===== config.mk =====
export PLATFORM = sky130hd
export DESIGN_NAME = xirq_ctrl
export DESIGN_NICKNAME = d
export VERILOG_FILES = /design/src/rtl/xirq_pkg.sv /design/src/rtl/xirq_rstsync.sv /design/src/rtl/xirq_detect.sv /design/src/rtl/xirq_prio.sv /design/src/rtl/xirq_ctrl.sv
export SDC_FILE = /design/constraint.sdc
export NUM_CORES = 1
export LEC_CHECK = 0
export CORE_UTILIZATION = 40
export CTS_BUF_LIST = sky130_fd_sc_hd__clkbuf_8 sky130_fd_sc_hd__clkbuf_16
export CTS_CLUSTER_DIAMETER = 100
export DETAILED_ROUTE_END_ITERATION = 8
export GPL_ROUTABILITY_DRIVEN = 1
export GPL_TIMING_DRIVEN = 0
export HOLD_SLACK_MARGIN = 0.05
export PLACE_DENSITY = 0.67
export SLEW_MARGIN = 20
export SYNTH_ARGS = -nofsm -noshare
export SYNTH_HDL_FRONTEND = slang
export SYNTH_SLANG_ARGS = --single-unit

===== constraint.sdc =====
create_clock -name clk -period 2.4 [get_ports clk]
set_clock_uncertainty 0.15 [all_clocks]
set_input_delay 0.72 -clock clk [delete_from_list [all_inputs] [get_ports clk]]
set_output_delay 0.72 -clock clk [all_outputs]
set_load 0.03 [all_outputs]

===== src/rtl/xirq_pkg.sv =====
package xirq_pkg;
  localparam int NSRC    = 3;
  localparam int DW      = 8;
  localparam int AW      = 3;
  localparam int VW      = $clog2(NSRC + 1);
  localparam int GIE_BIT = 7;

  localparam logic [AW-1:0] A_STAT  = 3'd0;
  localparam logic [AW-1:0] A_MASK  = 3'd1;
  localparam logic [AW-1:0] A_SNS01 = 3'd2;
  localparam logic [AW-1:0] A_SNS2  = 3'd3;
  localparam logic [AW-1:0] A_FLAG  = 3'd4;

  typedef enum logic [1:0] {
    SNS_LOW  = 2'b00,
    SNS_ANY  = 2'b01,
    SNS_FALL = 2'b10,
    SNS_RISE = 2'b11
  } sense_e;
endpackage


===== src/rtl/xirq_rstsync.sv =====
module xirq_rstsync (
  input  logic clk,
  input  logic rst_n,
  output logic rst_sn
);
  logic st1_q, st2_q;

  always_ff @(posedge clk or negedge rst_n) begin
    if (!rst_n) begin
      st1_q <= 1'b0;
      st2_q <= 1'b0;
    end else begin
      st1_q <= 1'b1;
      st2_q <= st1_q;
    end
  end

  assign rst_sn = st2_q;
endmodule


===== src/rtl/xirq_detect.sv =====
module xirq_detect
  import xirq_pkg::*;
#(
  parameter logic IDLE = 1'b1
) (
  input  logic   clk,
  input  logic   rst_sn,
  input  logic   pin_i,
  input  sense_e mode_i,
  output logic   hit_o,
  output logic   low_o
);
  logic s1_q, s2_q, s3_q;
  logic rise, fall;

  always_ff @(posedge clk or negedge rst_sn) begin
    if (!rst_sn) begin
      s1_q <= IDLE;
      s2_q <= IDLE;
      s3_q <= IDLE;
    end else begin
      s1_q <= pin_i;
      s2_q <= s1_q;
      s3_q <= s2_q;
    end
  end

  assign rise  = s2_q & ~s3_q;
  assign fall  = ~s2_q & s3_q;
  assign low_o = ~s2_q;

  always_comb begin
    unique case (mode_i)
      SNS_ANY:  hit_o = rise | fall;
      SNS_FALL: hit_o = fall;
      SNS_RISE: hit_o = rise;
      default:  hit_o = 1'b0;
    endcase
  end
endmodule


===== src/rtl/xirq_prio.sv =====
module xirq_prio #(
  parameter int N  = 3,
  parameter int VW = $clog2(N + 1)
) (
  input  logic [N-1:0]  req_i,
  output logic          any_o,
  output logic [VW-1:0] vec_o
);
  always_comb begin
    vec_o = '0;
    for (int i = N - 1; i >= 0; i--) begin
      if (req_i[i]) vec_o = VW'(i + 1);
    end
  end

  assign any_o = |req_i;
endmodule


===== src/rtl/xirq_ctrl.sv =====
module xirq_ctrl
  import xirq_pkg::*;
(
  input  logic          clk,
  input  logic          rst_n,
  input  logic [NSRC-1:0] ext_pin_i,
  input  logic          reg_we_i,
  input  logic [AW-1:0] reg_addr_i,
  input  logic [DW-1:0] reg_wdata_i,
  output logic [DW-1:0] reg_rdata_o,
  output logic          irq_req_o,
  output logic [VW-1:0] irq_vec_o,
  input  logic          irq_ack_i,
  input  logic          irq_ret_i
);
  logic            rst_sn;
  logic            gie_q, gie_d;
  logic [NSRC-1:0] mask_q, mask_d;
  logic [NSRC-1:0] flag_q, flag_d;
  logic [3:0]      sns01_q, sns01_d;
  logic            sns2_q, sns2_d;
  sense_e          mode [NSRC];
  logic [NSRC-1:0] hit, low, is_edge, pend, active, served;
  logic            any;
  logic [VW-1:0]   vec;
  logic            take;
  logic            unused_wbits;

  assign unused_wbits = ^reg_wdata_i[6:4];

  xirq_rstsync u_rst (.clk(clk), .rst_n(rst_n), .rst_sn(rst_sn));

  always_comb begin
    mode[0] = sense_e'(sns01_q[1:0]);
    mode[1] = sense_e'(sns01_q[3:2]);
    mode[2] = sns2_q ? SNS_RISE : SNS_FALL;
  end

  for (genvar i = 0; i < NSRC; i++) begin : g_src
    xirq_detect #(.IDLE(1'b1)) u_det (
      .clk   (clk),
      .rst_sn(rst_sn),
      .pin_i (ext_pin_i[i]),
      .mode_i(mode[i]),
      .hit_o (hit[i]),
      .low_o (low[i])
    );
    assign is_edge[i] = (mode[i] != SNS_LOW);
    assign pend[i]    = is_edge[i] ? flag_q[i] : low[i];
    assign served[i]  = take && (vec == VW'(i + 1));


    level_no_flag_chk: assert property (@(posedge clk) disable iff (!rst_sn)
      (mode[i] == SNS_LOW && $past(mode[i] == SNS_LOW) && !$past(flag_q[i]))
        |-> !flag_q[i]);
  end

  assign active = pend & mask_q;

  xirq_prio #(.N(NSRC), .VW(VW)) u_prio (.req_i(active), .any_o(any), .vec_o(vec));

  assign irq_req_o = gie_q & any;
  assign irq_vec_o = irq_req_o ? vec : '0;
  assign take      = irq_ack_i & irq_req_o;

  // next-state
  always_comb begin
    mask_d  = mask_q;
    sns01_d = sns01_q;
    sns2_d  = sns2_q;
    flag_d  = flag_q;
    gie_d   = gie_q;
    if (reg_we_i) begin
      unique case (reg_addr_i)
        A_MASK:  mask_d  = reg_wdata_i[NSRC-1:0];
        A_SNS01: sns01_d = reg_wdata_i[3:0];
        A_SNS2:  sns2_d  = reg_wdata_i[0];
        A_FLAG:  flag_d  = flag_q & ~reg_wdata_i[NSRC-1:0];
        default: ;
      endcase
    end
    flag_d = (flag_d & ~served) | (hit & is_edge);
    if (take)
      gie_d = 1'b0;
    else if (irq_ret_i)
      gie_d = 1'b1;
    else if (reg_we_i && reg_addr_i == A_STAT)
      gie_d = reg_wdata_i[GIE_BIT];
  end

  // registers
  always_ff @(posedge clk or negedge rst_sn) begin
    if (!rst_sn) begin
      gie_q   <= 1'b0;
      mask_q  <= '0;
      flag_q  <= '0;
      sns01_q <= '0;
      sns2_q  <= 1'b0;
    end else begin
      gie_q   <= gie_d;
      mask_q  <= mask_d;
      flag_q  <= flag_d;
      sns01_q <= sns01_d;
      sns2_q  <= sns2_d;
    end
  end

  always_comb begin
    reg_rdata_o = '0;
    unique case (reg_addr_i)
      A_STAT:  reg_rdata_o[GIE_BIT]  = gie_q;
      A_MASK:  reg_rdata_o[NSRC-1:0] = mask_q;
      A_SNS01: reg_rdata_o[3:0]      = sns01_q;
      A_SNS2:  reg_rdata_o[0]        = sns2_q;
      A_FLAG:  reg_rdata_o[NSRC-1:0] = flag_q;
      default: ;
    endcase
  end


  ack_block_chk: assert property (@(posedge clk) disable iff (!rst_sn)
    take |=> !irq_req_o);


  ret_gie_chk: assert property (@(posedge clk) disable iff (!rst_sn)
    (irq_ret_i && !take) |=> gie_q);


  prio_top_chk: assert property (@(posedge clk) disable iff (!rst_sn)
    (irq_req_o && active[0]) |-> irq_vec_o == VW'(1));


  idle_ack_chk: assert property (@(posedge clk) disable iff (!rst_sn)
    (irq_ack_i && !irq_req_o && !irq_ret_i && !reg_we_i) |=> gie_q == $past(gie_q));
endmodule


* Word level (Yosys, flattened, before mapping)
Cells that the tools add are included.
Word-level totals: input bits 19, output and inout port bits 11, flip-flop bits (word level) 23, word-level logic and storage cells 89
Cells by class: equal/unequal tests 16, multiplexer cells 20, bitwise logic cells 24, reductions and logical operators 13
Operators with widths (count):
- $eq A2 B2 Y1 const B | 8
- $and A3 B3 Y3 | 4
- $mux W1 | 9
- $pmux W1 S3 | 3
- $and A1 B1 Y1 | 8
- $eq A2 B1 Y1 const B | 4
- $mux W2 | 4
- $eq A3 B2 Y1 const B | 2
- $mux W3 | 2
- $not A1 Y1 | 6
- $not A3 Y3 | 2
- $pmux W2 S3 | 1
- $reduce_and A2 Y1 | 3
- $reduce_bool A2 Y1 | 3
- $logic_and A1 B1 Y1 | 4
- $pmux W1 S4 | 1
- $eq A3 B1 Y1 const B | 1
- $eq A3 B3 Y1 const B | 1
- $logic_not A3 Y1 | 1
- $or A1 B1 Y1 | 3
- $or A3 B3 Y3 | 1
- $reduce_bool A3 Y1 | 1
- $reduce_or A3 Y1 | 1

* Longest topological paths before layout
Gate-level depths: netlist (run 1).
word-level depth 12, gate-level depth with buffers 6, mapped depth without buffers 6

* Modules after synthesis
From an unflattened synthesis (run 1), not the netlist that was laid out.
Second synthesis, totals: cell total of the unflattened synthesis 115, area, all modules 1263.7 um^2
Modules (own cells, without submodules):
- xirq_ctrl | cells each 74, area each 759.5 um^2, times used 1, sequential area each 300.3 um^2
- xirq_detect | cells each 11, area each 141.4 um^2, times used 3, sequential area each 78.8 um^2
- xirq_rstsync | cells each 3, area each 53.8 um^2, times used 1, sequential area each 50.0 um^2
- xirq_prio | cells each 5, area each 26.3 um^2, times used 1, sequential area each 0.0 um^2

* Least setup slack after synthesis (run 1)
Ideal clock, no wire load.
kind input to output, start input reg_addr_i[1], end output reg_rdata_o[7], data required time 1.530 ns, path buffers 1, setup slack -0.339 ns, arrival 1.869 ns, stages on the path 2, path through buf_2 > nor4_1
Between the ends: word-level cells in the longest chain between the ends 2
Ends and longest elaborated chain:
- start, declared | RTL line xirq_ctrl.sv:8 | input logic [AW-1:0] reg_addr_i,
- $logic_not A3 Y1 | RTL line xirq_ctrl.sv:110 | unique case (reg_addr_i)
- $mux W1 | RTL line xirq_ctrl.sv:110
- end, declared | RTL line xirq_ctrl.sv:10 | output logic [DW-1:0] reg_rdata_o,
No other way between the ends.

* Final worst setup path (run 1)
start register g_src[0].u_det.s2_q, end output irq_req_o
Between the ends: word-level cells in the longest chain between the ends 5
Ends and longest elaborated chain:
- start, declared | RTL line xirq_detect.sv:13 | logic s1_q, s2_q, s3_q;
- start signal, assigned | RTL line xirq_detect.sv:23 | s2_q <= s1_q;
- $not A1 Y1 | RTL line xirq_detect.sv:30 | assign low_o = ~s2_q;
- $mux W1 | RTL line xirq_ctrl.sv:49 | assign pend[i] = is_edge[i] ? flag_q[i] : low[i];
- $and A3 B3 Y3 | RTL line xirq_ctrl.sv:58 | assign active = pend & mask_q;
- $reduce_or A3 Y1 | RTL line xirq_prio.sv:16 | assign any_o = |req_i;
- $and A1 B1 Y1 | RTL line xirq_ctrl.sv:62 | assign irq_req_o = gie_q & any;
- end, declared | RTL line xirq_ctrl.sv:11 | output logic irq_req_o,
No other way between the ends.

==> metrics.md, run 1 <==
| Metric | Value |
|---|---|
| Status | `finished, violations left` |
| Failing checks | `setup timing` |
| Worst-margin pin slew | `818 ps` |
| First-pass GRT wire length | `4.09 mm` |
| Leak pwr | `0.700 nW` |
| Count of flip-flops with a built-in enable after synthesis | `0` |
| Sequential power share | `43.1%` |
| Routed vias | `916` |
| Gr busiest metal | `met2` |
| CTS tree | `built` |
| GR Util All Layers | `16.4%` |
| Sw Ratio | `35.1%` |
| Die Wd | `56.5 um` |
| Clock Sinks | `23` |
| Synth warn | `0` |
| Pin count of the biggest net entering global routing | `22` |
| Drt via density | `5.33` |
| Met2 Use GR | `27.9%` |
| Share of layout cells above drive strength 1 | `44.0%` |
| Critical path's slowest cell | `dfstp_2` |
| Crit path capture type | `primary output` |
| Register bit total from synthesis | `23` |
| Multi-input gate area | `592 um^2` |
| TritonCTS buffer count | `3` |
| Met3 global-route usage | `1.61%` |
| Comb pwr share | `38.5%` |
| Final Instance Area | `1600 um^2` |
| Hold-fix buffers at CTS | `0` |
| Slowest stage delay, CP | `540 ps` |
| Maximum vdd drop | `0.537 mV` |
| Power Density | `793 nW/um^2` |
| CP startpoint kind | `register` |
| Antenna diodes | `0` |
| Chip height | `56.5 um` |
| Setup Viol. Count Final | `3` |
| Die area | `3190 um^2` |
| CTS root buf | `clkbuf_8` |
| DP Worst Slack | `-1130 ps` |
| Unrepaired setup endpoints after global routing | `yes` |
| Top_reg_cell synth | `dfrtp_1` |
| Critical-path cell list | `inv_2, o311a_4, nor3b_4, nor2_1, buf_4` |
| Total grt overflow | `0` |
| Routability-driven placement congestion ratio | `0.798` |
| Synth Instances | `106` |
| NumNets Final | `165` |
| Met1 Track Usage GR | `20.9%` |
| Routed WL per cell | `13.9 um` |
| Clk slew on worst S/H paths | `80 ps` |
| Smallest hold slack | `194 ps` |
| Fin util | `57.5%` |
| Max-cap viol count | `0` |
| Ys async rst share | `100%` |
| Mapped cell area | `1190 um^2` |
| Min-delay worst type | `register to asynchronous set/reset pin` |
| DP Wirelength | `1.78 mm` |
| Residual DRC | `0` |
| FILL cells | `245` |
| Initial Util | `42.6%` |
| Final WL | `2.40 mm` |
| Drt pass-1 iters | `4` |
| Critical Path AT | `1610 ps` |
| WS Path Type | `register to primary output` |
| Area delta synth->final | `34.9%` |
| P_sw | `0.446 mW` |
| Maximum fanout along the worst path | `5` |
| Final WS setup | `-82.2 ps` |
| 1st-iter DRT viols | `7` |
| Htree depth | `1` |
| Clock network power share | `18.4%` |
| Dpl cell area | `1470 um^2` |
| Row count | `19` |
| Final Slew Violations | `0` |
| Int Pwr | `0.824 mW` |
| Max Fclk | `403 MHz` |
| Reg area | `587 um^2` |
| Top Ports | `30` |
| Slew margin rel. | `45.5%` |
| Final min period | `2480 ps` |
| Worst EP required | `1530 ps` |
| Vias in the first global route | `929` |
| Final period utilization | `103%` |
| Register area share after synthesis | `49.5%` |
| Initial antenna violation count | `0` |
| Syn_area_per_cell | `11.2 um^2` |
| Clock Path Buffers | `2` |
| Final hold vios | `0` |
| Skew-Pair Late Insertion Delay | `260 ps` |
| # port buffers | `21` |
| Post-DRT Antenna Nets | `0` |
| Synth cell types | `36` |
| CORE AREA | `2780 um^2` |
==> kinds of logic after synthesis <==
logic type	share of synthesized area, %
AOI/OAI and AO/OA	13.3
muxes	11.1
and+or+nand+nor	15.4
DFF	49.5
other	0.633
buffers and inverters	5.91
adders and majority gates	4.22
==> state kept, by name, indices dropped and copies added (netlist names) <==
signal and flops:
g_src.u_det.s2_q 3, g_src.u_det.s3_q 3, sns2_q 1, mask_q 3, gie_q 1, g_src.u_det.s1_q 3, sns01_q 4, u_rst.st1_q 1
u_rst.rst_sn 1, flag_q 3
==> cells in the final DEF (no fill, tap or decap), types with 3 or more instances in the layout <==
cell             instances
buf_4                   15
dfrtp_1                 14
nand2_1                 12
clkdlybuf4s50_1         12
mux2_2                   9
dfstp_2                  9
inv_1                    6
buf_6                    6
nor2_1                   5
o21ai_2                  4
ha_1                     4
conb_1                   4
a22oi_1                  3
mux2i_1                  3
and4bb_2                 3
a21oi_1                  3
clkbuf_8                 3
==> worst max-delay path, delay by kind of cell (launching register included) <==
family / cells / cell delay (ps)
flops: 1 / 540
compound gates: 1 / 340
simple gates: 2 / 260
buf+inv: 2 / 210
==> cells in the mapped netlist (2+ instances only) <==
| cell type | count | area share [%] |
|---|---|---|
| and4bb_2 | 3 | 3.2 |
| dfrtp_1 | 14 | 30 |
| conb_1 | 2 | 0.63 |
| nor2b_1 | 2 | 1.1 |
| o21a_1 | 2 | 1.3 |
| o21ai_0 | 3 | 1.3 |
| buf_4 | 3 | 1.9 |
| ha_1 | 4 | 4.2 |
| inv_1 | 7 | 2.2 |
| buf_2 | 2 | 0.84 |
| a22oi_1 | 3 | 1.9 |
| mux2i_1 | 3 | 2.5 |
| nor4b_1 | 2 | 1.5 |
| a21oi_1 | 3 | 1.3 |
| nand2_1 | 12 | 3.8 |
| mux2_2 | 9 | 8.5 |
| nor2_1 | 5 | 1.6 |
| dfstp_2 | 9 | 20 |
==> path summary, 6_finish.rpt <==
| kind | startpoint | endpoint | slack [ps] | cells after the start |
|---|---|---|---|---|
| hold / removal | u_rst.rst_sn | sns01_q[3] | 190 | 0 |
| max in group asynchronous | u_rst.rst_sn | sns2_q | 1400 | 0 |
| setup / recovery | g_src[0].u_det.s2_q | irq_req_o | -80 | 5 |
| setup reg to reg | g_src[0].u_det.s2_q | flag_q[1] | 640 | 5 |
| min in group clk | u_rst.st1_q | u_rst.rst_sn | 210 | 0 |
| hold reg to reg | u_rst.rst_sn | sns01_q[3] | 190 | 0 |
==> metal layers <==
| layer | share of wire [%] | vias to the layer above |
|---|---|---|
| met5 | 0 | - |
| met4 | 2.4 | 0 |
| met3 | 4.0 | 6 |
| met2 | 48 | 27 |
| met1 | 45 | 443 |
| li1 | - | 440 |
==> metrics by stage <==
stage | TNS [ps] | power [mW] | instances
floorplan | -28.4 | 0.836 | 108
global placement | -5490 | 0.975 | 160
detailed placement | -5680 | 0.990 | 160
CTS | -222 | 1.26 | 171
global route | -373 | 1.34 | 172
finish | -158 | 1.27 | 172
==> area by class of cell <==
| type | count | area share (%) |
|---|---|---|
| Tap cell | 31 | 2.42 |
| Multi-Input combinational cell | 72 | 37.0 |
| Timing Repair Buffer | 29 | 16.1 |
| Clock inverter | 1 | 0.313 |
| Inverter | 7 | 1.64 |
| Clock buffer | 3 | 2.58 |
| Buffer | 6 | 3.28 |
| Sequential cell | 23 | 36.7 |
==> power groups by stage <==
stage	logic [mW]	clock network, mW	registers, mW
global route	0.522	0.256	0.559
detailed placement	0.438	0	0.552
CTS	0.472	0.241	0.546
global placement	0.430	0	0.545
finish	0.489	0.233	0.547
floorplan	0.310	0	0.526
==> repair_timing <==
action | 4_1_cts | 5_1_grt
setup buffers | 7 | 1
pin swaps | 2 | 3
endpoints found under the setup margin | 8 | 6
resized for setup | 65 | 3
Power figures use the tool's default switching activity.
==> inputs of run 2 (changes only) <==
Settings changed: SLEW_MARGIN 20 to not set.
==> results of run 2 <==
No change in the layout: final DEF, timing and power equal those of run 1.
